--- src/rtl/cond_eval_pkg.sv ---
package cond_eval_pkg;

    localparam int CODE_W = 3;

    typedef enum logic [CODE_W-1:0] {
        CC_NEVER   = 3'd0,
        CC_ZERO    = 3'd1,
        CC_SIGN    = 3'd2,
        CC_SIGN_OR_ZERO = 3'd3,
        CC_NO_CARRY     = 3'd4,
        CC_NO_CARRY_OR_ZERO = 3'd5,
        CC_ALWAYS_A = 3'd6,
        CC_ALWAYS_B = 3'd7
    } cond_code_e;

    typedef struct packed {
        logic z;
        logic s;
        logic c;
    } flags_t;

    typedef enum logic {
        ST_IDLE  = 1'b0,
        ST_VALID = 1'b1
    } out_state_e;

endpackage

--- src/rtl/cond_eval_logic.sv ---
module cond_eval_logic
    import cond_eval_pkg::*;
(
    input  logic [CODE_W-1:0] code,
    input  logic              invert,
    input  flags_t            flags,
    output logic              outcome
);

    logic test_raw;

    always_comb begin
        unique case (cond_code_e'(code))
            CC_NEVER:            test_raw = 1'b0;
            CC_ZERO:             test_raw = flags.z;
            CC_SIGN:             test_raw = flags.s;
            CC_SIGN_OR_ZERO:     test_raw = flags.s | flags.z;
            CC_NO_CARRY:         test_raw = ~flags.c;
            CC_NO_CARRY_OR_ZERO: test_raw = ~flags.c | flags.z;
            CC_ALWAYS_A:         test_raw = 1'b1;
            CC_ALWAYS_B:         test_raw = 1'b1;
            default:             test_raw = 1'b0;
        endcase
        outcome = test_raw ^ invert;
    end

endmodule

--- src/rtl/cond_eval_outreg.sv ---
module cond_eval_outreg
    import cond_eval_pkg::*;
#(
    parameter int DATA_W = 32
) (
    input  logic              clk,
    input  logic              rst_n,
    input  logic              load,
    input  logic              outcome,
    output logic              out_valid,
    output logic              taken,
    output logic [DATA_W-1:0] scc_value
);

    localparam int PAD_W = DATA_W - 1;

    out_state_e state_q;
    out_state_e state_d;
    logic       taken_q;

    // next-state selection: START on load, DRAIN otherwise
    always_comb begin
        unique case (state_q)
            ST_IDLE:  state_d = load ? ST_VALID : ST_IDLE;
            ST_VALID: state_d = load ? ST_VALID : ST_IDLE;
            default:  state_d = ST_IDLE;
        endcase
    end

    always_ff @(posedge clk) begin
        if (!rst_n) begin
            state_q <= ST_IDLE;
            taken_q <= 1'b0;
        end else begin
            state_q <= state_d;
            if (load) begin
                taken_q <= outcome;
            end
        end
    end

    always_comb begin
        out_valid = (state_q == ST_VALID);
        taken     = taken_q;
        scc_value = {{PAD_W{1'b0}}, taken_q};
    end

    // a request yields out_valid on the next cycle
    a_r9_valid_follows: assert property (@(posedge clk) disable iff (!rst_n)
        load |=> out_valid);

    // no out_valid without a request one cycle earlier
    a_r9_no_spurious: assert property (@(posedge clk) disable iff (!rst_n)
        !load |=> !out_valid);

    // the result holds across an idle cycle
    a_r10_hold: assert property (@(posedge clk) disable iff (!rst_n)
        !load |=> $stable(taken_q));

    // the registered result equals the outcome presented with the request
    a_r9_capture: assert property (@(posedge clk) disable iff (!rst_n)
        load |=> (taken_q == $past(outcome)));

endmodule

--- src/rtl/cond_eval_top.sv ---
module cond_eval_top
    import cond_eval_pkg::*;
#(
    parameter int DATA_W = 32
) (
    input  logic              clk,
    input  logic              rst_n,
    input  logic              in_valid,
    input  logic [2:0]        cond_code,
    input  logic              invert,
    input  logic              flag_z,
    input  logic              flag_s,
    input  logic              flag_c,
    output logic              out_valid,
    output logic              taken,
    output logic [DATA_W-1:0] scc_value
);

    flags_t flags;
    logic   outcome;

    assign flags = '{z: flag_z, s: flag_s, c: flag_c};

    cond_eval_logic u_logic (
        .code    (cond_code),
        .invert  (invert),
        .flags   (flags),
        .outcome (outcome)
    );

    cond_eval_outreg #(.DATA_W(DATA_W)) u_outreg (
        .clk       (clk),
        .rst_n     (rst_n),
        .load      (in_valid),
        .outcome   (outcome),
        .out_valid (out_valid),
        .taken     (taken),
        .scc_value (scc_value)
    );

    // code 0 without invert never yields taken
    a_r1_never: assert property (@(posedge clk) disable iff (!rst_n)
        (in_valid && cond_code == 3'd0 && !invert) |=> !taken);

    // codes 6 and 7 without invert always yield taken
    a_r6_always: assert property (@(posedge clk) disable iff (!rst_n)
        (in_valid && cond_code[2:1] == 2'b11 && !invert) |=> taken);

    // code 0 with invert always yields taken
    a_r7_inverted_never: assert property (@(posedge clk) disable iff (!rst_n)
        (in_valid && cond_code == 3'd0 && invert) |=> taken);

    // the data word is the taken bit zero-extended
    a_r8_word_form: assert property (@(posedge clk) disable iff (!rst_n)
        scc_value == {{(DATA_W-1){1'b0}}, taken});

endmodule

--- config.mk ---
export PLATFORM = sky130hd
export DESIGN_NAME = cond_eval_top
export DESIGN_NICKNAME = d
export VERILOG_FILES = /design/src/rtl/cond_eval_pkg.sv /design/src/rtl/cond_eval_logic.sv /design/src/rtl/cond_eval_outreg.sv /design/src/rtl/cond_eval_top.sv
export SDC_FILE = /design/constraint.sdc
export NUM_CORES = 1
export LEC_CHECK = 0
export ABC_AREA = 1
export BUFFER_PORTS_ARGS = -buffer_cell sky130_fd_sc_hd__clkbuf_2
export CORE_AREA = 10 10 47 49
export DETAILED_ROUTE_END_ITERATION = 12
export DIE_AREA = 0 0 57 59
export PLACE_DENSITY = 0.69
export SLEW_MARGIN = 25
export SYNTH_ARGS = -nofsm -noshare
export SYNTH_HDL_FRONTEND = slang
export SYNTH_HIERARCHICAL = 1
export SYNTH_SLANG_ARGS = --single-unit
--- constraint.sdc ---
create_clock -name clk -period 2.01 [get_ports clk]
set_clock_uncertainty 0.05 [all_clocks]
set_input_delay 0.402 -clock clk [delete_from_list [all_inputs] [get_ports clk]]
set_output_delay 0.402 -clock clk [all_outputs]
set_load 0.03 [all_outputs]
# Word-level counts from Yosys, hierarchy flattened
# Index checks and enable logic that the tools add are counted.
# word_totals
regBits	2
input_bits	10
output_inout_bits	34
elab_cells	17
# classes
eq_ne	7
n_mux	2
bitwise	4
n_reduce_logical	2
# ops
op	count
3-bit == test (second input constant)	4
1-bit one-hot mux with 7 select lines	1
3-bit by 2-bit == test with 1-bit output (second input constant)	2
3-bit by 1-bit == test with 1-bit output (second input constant)	1
3-bit zero test	1
1-bit bitwise OR	2
2-bit OR reduction	1
1-bit two-way mux	1
1-bit inverter	1
1-bit bitwise XOR	1

# Longest topological paths before layout
# Gate-level depths: netlist of run 1.
# depth
ltp_word	4
mapped_depth	10
ltp_nobuf	10

# By module
# Netlist of run 1, hierarchy kept.
# by_module_without_submodules
module	instances	cells_each	area_per_inst_um2	seq_area_each_um2
cond_eval_outreg	1	42	312.8	40.0
cond_eval_logic	1	12	46.3	0.0

# Least setup slack after synthesis of run 1
# No wires, ideal clock.
# synth_timing
path_kind	register to output
startpoint	register u_outreg.taken_q (netlist: u_outreg/taken)
endpoint	output scc_value[0]
arrival_time_ns	0.719
required_ns	1.558
slack_ns	0.839
stages_incl_launch_ff	2
path_buffers	1
path_cell_list	dfxtp_1 -> buf_4
# synth_lines
element	line	rtl
from (decl)	cond_eval_outreg.sv:19	logic taken_q;
from (signal assigned)	cond_eval_outreg.sv:37	taken_q <= outcome;
to (decl)	cond_eval_top.sv:16	output logic [DATA_W-1:0] scc_value
# No word-level cell between the ends.

# Worst setup path after layout of run 1
# layout_timing
startpoint	register u_outreg.taken_q (netlist: u_outreg/taken)
endpoint	output taken
# layout_lines
element	line	rtl
to (decl)	cond_eval_top.sv:15	output logic taken,
# No word-level cell between the ends.

==> flow_metrics.tcl, run 1 <==
set metrics [dict create \
    numCtsBuffers 3 \
    track_usage_pct 4.29 \
    setup_slack_ps 784 \
    drive_gt1_share_pct 23.9 \
    die_h_um 59 \
    cts_tree "built" \
    dieArea_mm2 0.00336 \
    pin_count 44 \
    globalRoute.totalOverflow 0 \
    worst-path-buf-inv 1 \
    fill_cells 174 \
    synth_cells 54 \
    synth.distinct_cells 8 \
    hold_end "u_outreg/out_valid$_SDFF_PN0_" \
    cts.repair.resized 0 \
    die_w_um 57 \
    via_per_inst 3.19 \
    clock_latency_ps 220 \
    place_area_um2 312 \
    grt_max_degree 4 \
    syn_avg_cell_area_um2 6.65 \
    drc_errors 0 \
    critPathKind "reg2out" \
    final_util_pct 23.8 \
    r2r-end "u_outreg/taken$_SDFFE_PN0P_" \
    ff_latch_area_um2 40.0 \
    multi_input_area_um2 173 \
    setup_viol 0 \
    hold_depth 3 \
    path_cells "clkbuf_2" \
    netlist_area_um2 359 \
    finalHoldViolCount 0 \
    grt_pass1_wl_um 1130 \
    crit_arrival_ps 770 \
    antenna_cells 0 \
    portBuffers 12 \
    post_drt_wl_per_cell_um 10.8 \
    rsz0062_at_grt "false" \
    cts.clk_slew.worst_paths_ps 30 \
    crit_path_max_fanout 3 \
    synth-seq-area-share_pct 11.1 \
    worstPathRequired_ps 1560 \
    gp_congestion 0.640 \
    fp-row-count 14 \
    status "complete, no violations" \
    timing.rr.start "u_outreg/taken$_SDFFE_PN0P_" \
    finalCritPeriodShare_pct 61.0 \
    dp_hpwl_um 766 \
    r2r_slack_ps 1300 \
    htreeDepth 1 \
    min_period_ps 1230 \
    ir_drop_uv 122 \
    clockRootBuffer "clkbuf_4" \
    vias 265 \
    initial_core_util_pct 25.6 \
    report.final.slew_viol_count 0 \
    antenna_left 0 \
    max_stage_delay_ps 330 \
    cpLargestDelayFamily "flip-flops" \
    max_freq_ghz 0.816 \
    core-area_mm2 0.00140 \
    whs_ps 342 \
    routed_wl_um 894 \
    hold_start "rst_n" \
    end_kind "output pin" \
    drt_iter0_drc 3 \
    tns_ps 0 \
    start_kind "flip-flop" \
    fin_area_um2 334 \
    critPathLaunch "u_outreg/taken$_SDFFE_PN0P_" \
    grt_pass1_vias 272 \
    ys_seq_elements 2 \
    area_growth_pct -6.97 \
    power_density_mw_per_mm2 734 \
    reg2regPathDepth 2 \
    hp-class "in2reg" \
    leakage_nw 0.247 \
    cap_violations 0 \
    cts_buffer_depth 2 \
    grt_antenna_before_repair 0 \
    final_nets 79 \
    place_ws_ps 858 \
    first_pass_iters 4 \
    hold_buffers 0 \
    crit_slowest_cell "dfxtp_1" \
    cts_setup_buffers 0 \
    synth_warnings 6 \
    cts.sinks 2 \
]
-- final cells by class --
type                       count  area share (%)
clock buffer                   3            6.74
inverter                       5            5.62
multi-input combinational     45            51.7
sequential                     2            12.0
tap                           16            5.99
timing repair buffer          12            18.0
-- sequential cells by signal, summed over array words and instances, names as in the netlist --
register / cells
u_outreg/out_valid: 1
u_outreg/taken: 1
-- cell usage in the layout (no fill, tap or decap) --
| cell type | instances |
|---|---|
| conb_1 | 31 |
| clkbuf_2 | 12 |
| nand2_1 | 11 |
| inv_1 | 5 |
| clkbuf_4 | 3 |
| dfxtp_1 | 2 |
| nand3_1 | 1 |
| nor2_1 | 1 |
| nor2_2 | 1 |
-- report_power, final --
part	internal, mW	switching, mW	leakage, nW
combinational	0.0140	0.101	0.216
sequential	0.0427	0.00125	0.0166
clock	0.0657	0.0206	0.0138
total	0.122	0.123	0.247
-- worst max path at each step --
stage	to	slack, ps	cells after the start
6_report	taken	780	1
5_1_grt	taken	750	1
4_1_cts	taken	760	1
3_5_place_dp	u_outreg/taken$_SDFFE_PN0P_	860	11
3_3_place_gp	u_outreg/taken$_SDFFE_PN0P_	900	11
2_1_floorplan	scc_value[0]	840	1
-- per-stage QoR --
step,cells,total power [mW]
global route,83,0.258
global placement,80,0.153
floorplan,84,0.188
finish,83,0.245
detailed placement,80,0.155
CTS,83,0.245
-- Yosys cell counts --
cell / number / area [um^2]
nor2_2: 1 / 6.26
dfxtp_1: 2 / 40.0
conb_1: 1 / 3.75
nand3_1: 1 / 5.00
nand2_1: 11 / 41.3
buf_4: 32 / 240
nor2_1: 1 / 3.75
inv_1: 5 / 18.8
-- cells by family after synthesis --
logic type / count (synthesis) / share of synthesized area, %
buffers and inverters: 37 / 72.1
AND/OR/NAND/NOR: 14 / 15.7
flip-flops: 2 / 11.2
other: 1 / 1.04
-- layer usage --
| metal | up-vias | GRT usage [%] | routed length (um) |
|---|---|---|---|
| met5 | - | 0 | 0 |
| met4 | 0 | 3.02 | 6 |
| met3 | 2 | 2.58 | 114 |
| met2 | 25 | 8.06 | 450 |
| met1 | 118 | 3.11 | 323 |
| li1 | 120 | - | - |
Note: power is estimated with default switching activity, not from simulation.
==> run 2: changes to the inputs <==
--- a/config.mk
+++ b/config.mk
@@ -5,12 +5,12 @@
 export SDC_FILE = /design/constraint.sdc
 export NUM_CORES = 1
 export LEC_CHECK = 0
-export ABC_AREA = 1
+export ABC_AREA = 0
 export BUFFER_PORTS_ARGS = -buffer_cell sky130_fd_sc_hd__clkbuf_2
 export CORE_AREA = 10 10 47 49
 export DETAILED_ROUTE_END_ITERATION = 12
 export DIE_AREA = 0 0 57 59
-export PLACE_DENSITY = 0.69
+export PLACE_DENSITY = 0.67
 export SLEW_MARGIN = 25
 export SYNTH_ARGS = -nofsm -noshare
 export SYNTH_HDL_FRONTEND = slang
==> constraint.sdc (replaced) <==
create_clock -name clk -period 1.2 [get_ports clk]
set_clock_uncertainty 0.05 [all_clocks]
set_input_delay 0.24 -clock clk [delete_from_list [all_inputs] [get_ports clk]]
set_output_delay 0.24 -clock clk [all_outputs]
set_load 0.03 [all_outputs]
==> flow_metrics.tcl, run 2 <==
set metrics [dict create \
    status "complete, no violations" \
    grt_antenna_before_repair 0 \
    ys_seq_elements 2 \
    synth_top_area_share_pct 71.4 \
    setup_viol 0 \
    r2r_slack_ps 540 \
    leakage_nw 0.205 \
    grt_max_degree 4 \
    die_w_um 57 \
    critPathLaunch "u_outreg/taken$_SDFFE_PN0P_" \
    synthMostInstantiatedCell "buf_4" \
    crit_slowest_cell "dfxtp_1" \
    clock_latency_ps 220 \
    synth_common_cells "buf_4, dfxtp_1" \
    fp-row-count 14 \
    post_drt_wl_per_cell_um 10.5 \
    start_kind "flip-flop" \
    crit_path_max_fanout 3 \
    async_flop_share_pct 0 \
    cpLargestDelayFamily "flip-flops" \
    r2r-end "u_outreg/taken$_SDFFE_PN0P_" \
    cts.repair.resized 0 \
    cts.clk_slew.worst_paths_ps 30 \
    first_pass_iters 2 \
    layout_common_cells "conb_1, clkbuf_2, clkbuf_4" \
    finalHoldViolCount 0 \
    worst-path-buf-inv 1 \
    cts.sinks 2 \
    initial_core_util_pct 24.0 \
    track_usage_pct 4.03 \
    report.final.slew_viol_count 0 \
    crit_end "taken" \
    gp_congestion 0.663 \
    cts_buffer_depth 2 \
    drt_iter0_drc 3 \
    power_density_mw_per_mm2 1300 \
    area_growth_pct -7.43 \
    antenna_left 0 \
    synth_edf_count 0 \
    netlist_area_um2 337 \
    crit_arrival_ps 770 \
    setup_slack_ps 144 \
    cap_violations 0 \
    cts_setup_buffers 0 \
    core-area_mm2 0.00140 \
    end_kind "output pin" \
    max_stage_delay_ps 330 \
    tns_ps 0 \
    vias 207 \
    grt_pass1_wl_um 1070 \
    ir_drop_uv 265 \
    critPathKind "reg2out" \
    layout_commonest_cell "conb_1" \
    pin_count 44 \
    drc_errors 0 \
    synthTopCellsByArea "buf_4, dfxtp_1, mux2i_1" \
    whs_ps 213 \
    globalRoute.totalOverflow 0 \
    min_period_ps 1060 \
    dieArea_mm2 0.00336 \
    use_met2_pct 6.05 \
    routed_wl_um 755 \
    top_usage_layer "met2" \
    max_freq_ghz 0.947 \
    place_area_um2 289 \
    synth_flop_cell "dfxtp_1" \
    worstPathRequired_ps 910 \
    synth_cells 43 \
    post-synth-top-area-cell "buf_4" \
    numCtsBuffers 3 \
    fin_area_um2 312 \
    htreeDepth 1 \
    place_ws_ps 129 \
    cts_tree "built" \
    clockRootBuffer "clkbuf_4" \
    dp_hpwl_um 703 \
    timing.rr.start "u_outreg/taken$_SDFFE_PN0P_" \
    finalCritPeriodShare_pct 88.0 \
    final_nets 68 \
    rsz0062_at_grt "false" \
    synth-seq-area-share_pct 11.9 \
    via_per_inst 2.88 \
    hp-class "in2reg" \
    synth_warnings 6 \
    cp.depth 1 \
    synth.distinct_cells 11 \
    reg2regPathDepth 2 \
    drive_gt1_share_pct 28.6 \
    portBuffers 12 \
    grt_use_met3_pct 4.08 \
    grt_pass1_vias 239 \
    syn_avg_cell_area_um2 7.83 \
    antenna_cells 0 \
    die_h_um 59 \
    met1_usage_pct 3.47 \
    hold_buffers 0 \
    path_cells "clkbuf_2" \
]
## run 2: cell types whose count changed in the layout (fill, tap and decap cells not counted)
cell	previous run	this run
nor2b_1	0	1
and2_2	0	1
nor2_2	1	0
xor2_1	0	1
nand2b_1	0	1
nand2_1	11	1
nor2_1	1	0
inv_1	5	0
o21ai_1	0	1
mux2i_1	0	1
## run 2: metal layers
| metal | vias to the layer above | share of wire, % |
|---|---|---|
| met2 | 24 | 49 |
| met5 | - | 0 |
| met3 | 0 | 14 |
| met4 | 0 | 0 |
| li1 | 94 | - |
| met1 | 89 | 37 |
## run 2: how the worst min path moves through the flow
stage / from / end / cells after the start
global route: rst_n / u_outreg/out_valid$_SDFF_PN0_ / 2
finish: rst_n / u_outreg/taken$_SDFFE_PN0P_ / 2
detailed placement: rst_n / u_outreg/taken$_SDFFE_PN0P_ / 2
CTS: rst_n / u_outreg/taken$_SDFFE_PN0P_ / 2
floorplan: rst_n / u_outreg/taken$_SDFFE_PN0P_ / 1
global placement: rst_n / u_outreg/taken$_SDFFE_PN0P_ / 2
## run 2: final cells by class
type,count,area [um^2]
clock buffer,3,22.5
fill,169,1090
multi-input combinational,39,169
sequential,2,40.0
tap,16,20.0
timing repair buffer,12,60.1
## run 2: report_power, final
| group | switching (mW) | internal [mW] |
|---|---|---|
| clock | 0.0350 | 0.110 |
| combinational | 0.161 | 0.0240 |
| sequential | 0.00224 | 0.0719 |
## run 2: cells by family (layout without fill, tap and decap cells)
kind of cell              Yosys count  count (layout)  synth area share, %
buffers and inverters              32              15                 71.4
AOI/OAI and AO/OA                   1               1                 1.49
and+or+nand+nor                     5               5                 8.55
muxes                               1               1                 2.97
other                               1              31                 1.11
DFF                                 2               2                 11.9
xor gates and xnor gates            1               1                 2.60
## run 2: stage by stage
stage / util (%) / power (mW) / cells
after floorplan: - / 0.312 / 73
after global placement: 20.6 / 0.253 / 69
after detailed placement: 20.6 / 0.255 / 69
after CTS: 22.2 / 0.410 / 72
after global routing: 22.2 / 0.431 / 72
final: 22.2 / 0.404 / 72
==> run 3: changes to the inputs <==
--- a/config.mk
+++ b/config.mk
@@ -10,6 +10,7 @@
 export CORE_AREA = 10 10 47 49
 export DETAILED_ROUTE_END_ITERATION = 12
 export DIE_AREA = 0 0 57 59
+export GPL_TIMING_DRIVEN = 0
 export PLACE_DENSITY = 0.67
 export SLEW_MARGIN = 25
 export SYNTH_ARGS = -nofsm -noshare
==> flow_metrics.tcl, run 3 (synthesis gave the netlist of run 2 again) <==
set metrics [dict create \
    crit_arrival_ps 860 \
    timing.rr.start "u_outreg/taken$_SDFFE_PN0P_" \
    final_nets 100 \
    routed_wl_um 904 \
    grt_pass1_wl_um 1500 \
    pin_count 44 \
    start_kind "flip-flop" \
    drc_errors 0 \
    r2r_slack_ps 540 \
    wl_met3_um 191 \
    cpLargestDelayFamily "flip-flops" \
    min_period_ps 1150 \
    reg2regPathDepth 2 \
    power_density_mw_per_mm2 889 \
    grt_max_degree 4 \
    max_freq_ghz 0.871 \
    critPathKind "reg2out" \
    r2r-end "u_outreg/taken$_SDFFE_PN0P_" \
    gp_congestion 0.646 \
    numCtsBuffers 3 \
    cap_violations 0 \
    grt_antenna_before_repair 0 \
    antenna_left 0 \
    finalCritPeriodShare_pct 95.7 \
    worstPathRequired_ps 910 \
    tns_ps 0 \
    first_pass_iters 2 \
    layout_commonest_cell "buf_4" \
    core-area_mm2 0.00140 \
    area_growth_pct 63.9 \
    clock_latency_ps 220 \
    track_usage_pct 5.50 \
    setup_slack_ps 51.5 \
    cts_buffer_depth 2 \
    p_total_uw 490 \
    hold_start "rst_n" \
    finalHoldViolCount 0 \
    portBuffers 12 \
    rsz0062_at_grt "false" \
    cts.clk_slew.worst_paths_ps 30 \
    fp-row-count 14 \
    critPathLaunch "u_outreg/taken$_SDFFE_PN0P_" \
    whs_ps 217 \
    clockRootBuffer "clkbuf_4" \
    fill_cells 163 \
    via_per_inst 2.80 \
    grt_pass1_vias 316 \
    final_util_pct 39.4 \
    htreeDepth 1 \
    dieArea_mm2 0.00336 \
    cts_tree "built" \
    top_layer_used "met3" \
    max_stage_delay_ps 340 \
    dr_wl_met2_um 440 \
    path_cells "buf_4 > buf_2" \
    layout_common_cells "buf_4, conb_1, clkbuf_2" \
    wl_met1_um 272 \
    status "complete, no violations" \
    crit_path_max_fanout 3 \
    drive_gt1_share_pct 54.5 \
    initial_core_util_pct 24.0 \
    end_kind "output pin" \
    hold_depth 2 \
    drt_iter0_drc 4 \
    post_drt_wl_per_cell_um 8.69 \
    crit_slowest_cell "dfxtp_1" \
    antenna_cells 0 \
    worst-path-buf-inv 2 \
    place_ws_ps 142 \
    vias 291 \
    report.final.slew_viol_count 0 \
    setup_viol 0 \
    hp-class "in2reg" \
    die_h_um 59 \
    dp_hpwl_um 864 \
    cts.sinks 2 \
    hold_end "u_outreg/out_valid$_SDFF_PN0_" \
    die_w_um 57 \
    globalRoute.totalOverflow 0 \
    ir_drop_uv 325 \
    leakage_nw 0.380 \
]
## run 3: cell count changes in the layout (fill, tap and decap cells not counted), sizes merged
cell / before / now
buf: 0 / 33
clkbuf: 15 / 14
## run 3: layer usage
layer	track usage, %	up-vias
li1	-	158
met1	4.31	109
met2	8.68	24
met3	6.22	0
met4	2.01	0
met5	0	-
## run 3: metrics by stage
stage / cell area, um^2 / std cells
final: 552 / 104
after floorplan: 449 / 73
after CTS: 552 / 104
after detailed placement: 529 / 101
after global routing: 552 / 104
after global placement: 529 / 101
## run 3: area by class of cell
type	count	area, um^2	area share [%]
buffer	32	240	43.5
clock buffer	3	22.5	4.08
multi-input combinational	39	169	30.6
sequential	2	40.0	7.26
tap	16	20.0	3.63
timing repair buffer	12	60.1	10.9
## run 3: where the power goes
part | total (mW) | internal (mW) | switching, mW | leakage (nW)
Combinational | 0.269 | 0.0953 | 0.174 | 0.349
Clock | 0.147 | 0.110 | 0.0365 | 0.0138
Sequential | 0.0746 | 0.0719 | 0.00276 | 0.0166
Total | 0.490 | 0.277 | 0.213 | 0.380
## run 3: what timing repair did
action,4_1_cts,5_1_grt
setup endpoints to repair,0,1
buffers inserted,0,0
hold buffers,0,0
gates resized for setup,0,1
## run 3: worst max-delay path by stage
stage,end,slack (ps),cells after the start
finish,scc_value[0],50,2
CTS,scc_value[0],30,2
detailed placement,u_outreg/taken$_SDFFE_PN0P_,140,6
floorplan,scc_value[0],190,1
global placement,u_outreg/taken$_SDFFE_PN0P_,150,6
global route,scc_value[0],10,2
## run 3: worst reg2reg max path, stage by stage, from the launching register on
cell	delay, ps
dfxtp_1	310
mux2i_1	120
nor2b_1	60
